--- config.mk ---
export PLATFORM = sky130hd
export DESIGN_NAME = rxf_len_track
export DESIGN_NICKNAME = d
export VERILOG_FILES = /design/src/rtl/rxf_pkg.sv /design/src/rtl/rxf_len_track.sv
export SDC_FILE = /design/constraint.sdc
export NUM_CORES = 1
export LEC_CHECK = 0
export ABC_AREA = 1
export BUFFER_PORTS_ARGS = -buffer_cell sky130_fd_sc_hd__clkbuf_2
export CORE_MARGIN = 4
export CORE_UTILIZATION = 35
export CTS_BUF_LIST = sky130_fd_sc_hd__clkbuf_4 sky130_fd_sc_hd__clkbuf_8
export DETAILED_ROUTE_END_ITERATION = 8
export PLACE_DENSITY_LB_ADDON = 0.12
export SYNTH_ARGS = -nofsm -noshare
export SYNTH_HDL_FRONTEND = slang
export SYNTH_SLANG_ARGS = --single-unit
--- constraint.sdc ---
create_clock -name clk -period 5.3 [get_ports clk]
set_input_delay 0.53 -clock clk [delete_from_list [all_inputs] [get_ports clk]]
set_output_delay 0.53 -clock clk [all_outputs]
set_load 0.02 [all_outputs]
--- src/rtl/rxf_pkg.sv ---
`timescale 1ns/1ps
package rxf_pkg;
  localparam int ETH_MIN_PAYLOAD = 46;
  localparam int HDR_PLAIN       = 18;   // DA + SA + type/length + FCS
  localparam int VLAN_EXTRA      = 4;
  localparam int LEN_FIELD_MAX   = 1500;
  localparam int TL_BYTE         = 12;   // type/length offset, untagged
  localparam int VL_BYTE         = 16;   // type/length offset, tagged
  localparam logic [15:0] VLAN_TPID = 16'h8100;

  typedef struct packed {
    logic drop_bcast;
    logic drop_addr;
    logic fcs_err;
    logic len_err;
    logic undersize;
    logic oversize;
  } rxf_status_t;
endpackage

--- src/rtl/rxf_len_track.sv ---
`timescale 1ns/1ps
module rxf_len_track
  import rxf_pkg::*;
#(
  parameter int KW    = 8,
  parameter int LEN_W = 15,
  parameter int MTU_W = 14
) (
  input  logic             clk,
  input  logic             rst_n,
  input  logic             take,        // beat belongs to a frame
  input  logic             sof,
  input  logic [KW-1:0]    keep,
  input  logic [15:0]      fld_plain,   // bytes at the untagged field lanes
  input  logic [15:0]      fld_tag,     // bytes at the tagged field lanes
  input  logic [MTU_W-1:0] cfg_mtu,
  output logic             oversize,
  output logic             undersize,
  output logic             len_err
);
  localparam int TL_BEAT = TL_BYTE / KW;
  localparam int TL_OFS  = TL_BYTE % KW;
  localparam int VL_BEAT = VL_BYTE / KW;
  localparam int VL_OFS  = VL_BYTE % KW;
  localparam int IDX_MAX = VL_BEAT + 1;
  localparam int IW      = $clog2(IDX_MAX + 1);
  localparam int CW      = $clog2(KW + 1);

  logic [LEN_W-1:0] cnt_q, cnt_d;
  logic [IW-1:0]    idx_q, idx_d;
  logic [15:0]      tl_q, tl_d;
  logic             seen_q, seen_d;
  logic             vlan_q, vlan_d;

  logic [CW-1:0]    nbytes;
  logic [LEN_W-1:0] base;
  logic [LEN_W:0]   sum;
  logic [IW-1:0]    cur_idx;
  logic [LEN_W-1:0] hdr;
  logic [LEN_W-1:0] payload;
  logic [15:0]      exp_pay;

  // byte count of this beat
  always_comb begin
    nbytes = '0;
    for (int i = 0; i < KW; i++) begin
      nbytes = nbytes + CW'(keep[i]);
    end
  end

  // running length and parse position, with saturation
  always_comb begin
    base    = sof ? '0 : cnt_q;
    sum     = {1'b0, base} + (LEN_W+1)'(nbytes);
    cnt_d   = sum[LEN_W] ? '1 : sum[LEN_W-1:0];
    cur_idx = sof ? '0 : idx_q;
    idx_d   = (cur_idx == IW'(IDX_MAX)) ? cur_idx : cur_idx + 1'b1;
  end

  // type/length capture, stepping over one VLAN tag
  always_comb begin
    tl_d   = sof ? '0   : tl_q;
    seen_d = sof ? 1'b0 : seen_q;
    vlan_d = sof ? 1'b0 : vlan_q;
    if (cur_idx == IW'(TL_BEAT) && keep[TL_OFS+1]) begin
      if (fld_plain == VLAN_TPID) begin
        vlan_d = 1'b1;
      end else begin
        tl_d   = fld_plain;
        seen_d = 1'b1;
      end
    end
    if (vlan_d && cur_idx == IW'(VL_BEAT) && keep[VL_OFS+1]) begin
      tl_d   = fld_tag;
      seen_d = 1'b1;
    end
  end

  // end-of-frame judgement, valid in the cycle of the last beat
  always_comb begin
    hdr       = vlan_d ? LEN_W'(HDR_PLAIN + VLAN_EXTRA) : LEN_W'(HDR_PLAIN);
    payload   = (cnt_d >= hdr) ? cnt_d - hdr : '0;
    exp_pay   = (tl_d < 16'(ETH_MIN_PAYLOAD)) ? 16'(ETH_MIN_PAYLOAD) : tl_d;
    oversize  = cnt_d > LEN_W'(cfg_mtu);
    undersize = payload < LEN_W'(ETH_MIN_PAYLOAD);
    len_err   = seen_d && (tl_d <= 16'(LEN_FIELD_MAX)) &&
                (32'(payload) != 32'(exp_pay));
  end

  always_ff @(posedge clk or negedge rst_n) begin
    if (!rst_n) begin
      cnt_q  <= '0;
      idx_q  <= '0;
      tl_q   <= '0;
      seen_q <= 1'b0;
      vlan_q <= 1'b0;
    end else if (take) begin
      cnt_q  <= cnt_d;
      idx_q  <= idx_d;
      tl_q   <= tl_d;
      seen_q <= seen_d;
      vlan_q <= vlan_d;
    end
  end
endmodule

==> results.toml <==
[synthesis]
synth-seq-cells = 35
syn_avg_cell_area_um2 = 5.99
ys_warn_count = 0
mappedNetlistNets = 767
synth.distinct_cells = 33
mappedNetlistArea_um2 = 4080
synth_cells = 682
proportion_of_synthesized_chip_area_in_sequential_cells_pct = 21.4

[finish]
layout_commonest_cell = "nand2_1"
highest_count_cells_in_the_layout_ignoring_fill_and_taps = "210 x nand2_1, 104 x inv_1, 70 x buf_4, 58 x nor2_1, 58 x clkbuf_2"
finalInstanceArea_um2 = 5210
layout-drive-gt1-share_pct = 25.0
area_growth_pct = 27.6
insertedDiodeCount = 0
fin_util_pct = 45.6
final_nets = 884

[power_and_ir_drop]
cellPowerDensity_nw_per_um2 = 351
power_mw = 1.83
power_leakage_nw = 3.03
peakVddDrop_uv = 132

[drt]
drtIter0Drc = 205
first_pass_iters = 5
via_per_inst = 4.90
drc = 0
antenna_violating_nets_post_route = 0
drt-total-wl_mm = 12.9
wire_per_inst_um = 13.7
vias = 4619

[timing]
setup_total_negative_slack_ns = -1.12
hold_viol_final = 0
rsz0062_at_grt = "yes"
skew_ns = 0.0168
final.period_utilization_pct = 110
fin_crit_ns = 5.81
setup_slack_ns = -0.511
slew_viol_final = 0
fmaxAchievable_ghz = 0.172
setup_violations = 3
transition_at_the_pin_with_the_smallest_max_transition_slack_ns = 1.02
slew_headroom_pct = 31.8

[cts]
clock-sinks = 35
cts_hold_buffers = 0
clk_transition_reported_paths_ns = 0.10
htree_num_levels = 2
later_pin_clock_latency_in_the_skew_report_ns = 0.31
numCtsBuffers = 5
cts-root-buf = "clkbuf_8"
tritoncts = "built"
clock_tree.buffer_depth = 2

[grt]
globalRouteTotalUtil_pct = 19.7
first_pass_grt_wire_length_mm = 21.3
grt_start_max_net_pins = 36
grt_antenna_before_repair = 0
globalRoute.totalOverflow = 0
number_of_global_route_vias_before_repair = 4527

[outcome]
run_status = "complete, but fails checks"
failed_checks = "setup timing"

[setup_path]
critPathMaxStageDelay_ns = 0.53
critical_path.max_fanout = 4
worstSetupEndpointType = "output port"
worst_ep_required_time_ns = 4.77
criticalPathCategory = "in -> out"
critical_path.startpoint_type = "input pin"
critical_path_arrival_ns = 5.28
r2r_slack_ns = 1.99
cpMaxStageDelayCell = "fa_1"

[place]
post_dp_cell_area_um2 = 4970
placement.setup.worst_slack_ns = -0.622
dp_hpwl_mm = 10.3
gp_congestion = 0.883
port_buffers = 60

[die]
area_of_the_die_um2 = 13500
fp.dieW_um = 116
placement_rows = 39
num_io_pins = 61
core_region_area_um2 = 11400
initial_utilization_pct = 35.8
dieHeight_um = 116

[min_path]
hold_class = "in -> async"

[job]
timing.max_cap.violations = 0
[routing by layer]
layer | global-route usage (%) | vias to the layer above | share of wire [%]
li1 | - | 2383 | -
met1 | 24.5 | 2081 | 45
met2 | 35.1 | 127 | 48
met3 | 2.35 | 28 | 4.7
met4 | 6.57 | 0 | 3.0
met5 | 0 | - | 0
[critical path, delay by kind of cell]
| kind | cells | cell delay (ns) |
|---|---|---|
| buffers and inverters | 7 | 0.59 |
| XOR/XNOR | 1 | 0.15 |
| AO/OA/AOI/OAI | 1 | 0.15 |
| adder cells (fa/ha/maj) | 6 | 2.50 |
| AND/OR/NAND/NOR | 13 | 1.35 |
[path summary, 6_finish.rpt]
| check | from | cells past startpoint | end |
|---|---|---|---|
| worst max-delay path | keep[0] | 28 | len_err |
| worst min register to register | tl_q[1] | 2 | tl_q[1] |
| worst max register to register | cnt_q[0] | 16 | cnt_q[8] |
| min in group clk | tl_q[1] | 2 | tl_q[1] |
| worst min-delay path | rst_n | 1 | cnt_q[2] |
| max in group asynchronous | rst_n | 1 | cnt_q[3] |
[what timing repair did]
action / CTS / global route
pin swaps: 2 / 9
endpoints found under the setup margin: 3 / 3
resized for setup: 6 / 26
gates cloned: 0 / 2
buffers inserted: 0 / 1
[cell type report]
cell class / count / area, um^2
Clock buffer: 5 / 68.8
Sequential cell: 35 / 876
Timing Repair Buffer: 129 / 827
Tap cell: 143 / 179
Clock inverter: 3 / 43.8
Inverter: 111 / 417
Fill cell: 1239 / 6210
Multi-Input combinational cell: 517 / 2800
[logic make-up after synthesis]
| logic type | Yosys count | share of synthesized area (%) |
|---|---|---|
| simple gates | 404 | 44.5 |
| buf+inv | 132 | 13.2 |
| compound gates | 74 | 9.38 |
| flops | 35 | 21.4 |
| fa+ha+maj | 27 | 9.38 |
| xor+xnor | 10 | 2.14 |
[metrics by stage]
step | std cells | hold slack, ns
2_1_floorplan | 682 | 0.234
3_3_place_gp | 932 | 0.467
3_5_place_dp | 932 | 0.473
4_1_cts | 940 | 0.402
5_1_grt | 943 | 0.433
6_report | 943 | 0.387
[flip-flops by register name, summed over array words and instances (netlist names)]
| signal | cells |
|---|---|
| idx_q | 2 |
| vlan_q | 1 |
| cnt_q | 15 |
| seen_q | 1 |
| tl_q | 16 |
[synthesized netlist by cell type, drive strengths merged]
master | instances | area share (%)
nor2 | 74 | 7.4
buf | 12 | 2.2
ha | 21 | 6.4
o2111ai | 1 | 0.21
a31oi | 1 | 0.15
o211ai | 1 | 0.18
xor2 | 8 | 1.7
nand3b | 13 | 2.4
or2 | 1 | 0.15
a21oi | 16 | 2.0
inv | 111 | 10
dfrtp | 35 | 21
clkbuf | 9 | 0.83
a211oi | 1 | 0.18
nand2 | 227 | 22
nand3 | 69 | 9.8
fa | 6 | 2.9
xnor2 | 2 | 0.43
nor3 | 7 | 0.98
nand4 | 12 | 1.8
and2 | 1 | 0.15
o21a | 1 | 0.18
o21ai | 53 | 6.5
[where the power goes]
group / total (mW) / internal, mW / switching (mW)
sequential: 0.317 / 0.299 / 0.0176
combinational: 1.25 / 0.566 / 0.684
clock: 0.262 / 0.140 / 0.122
total: 1.83 / 1.01 / 0.823
Power figures use the tool's default switching activity.
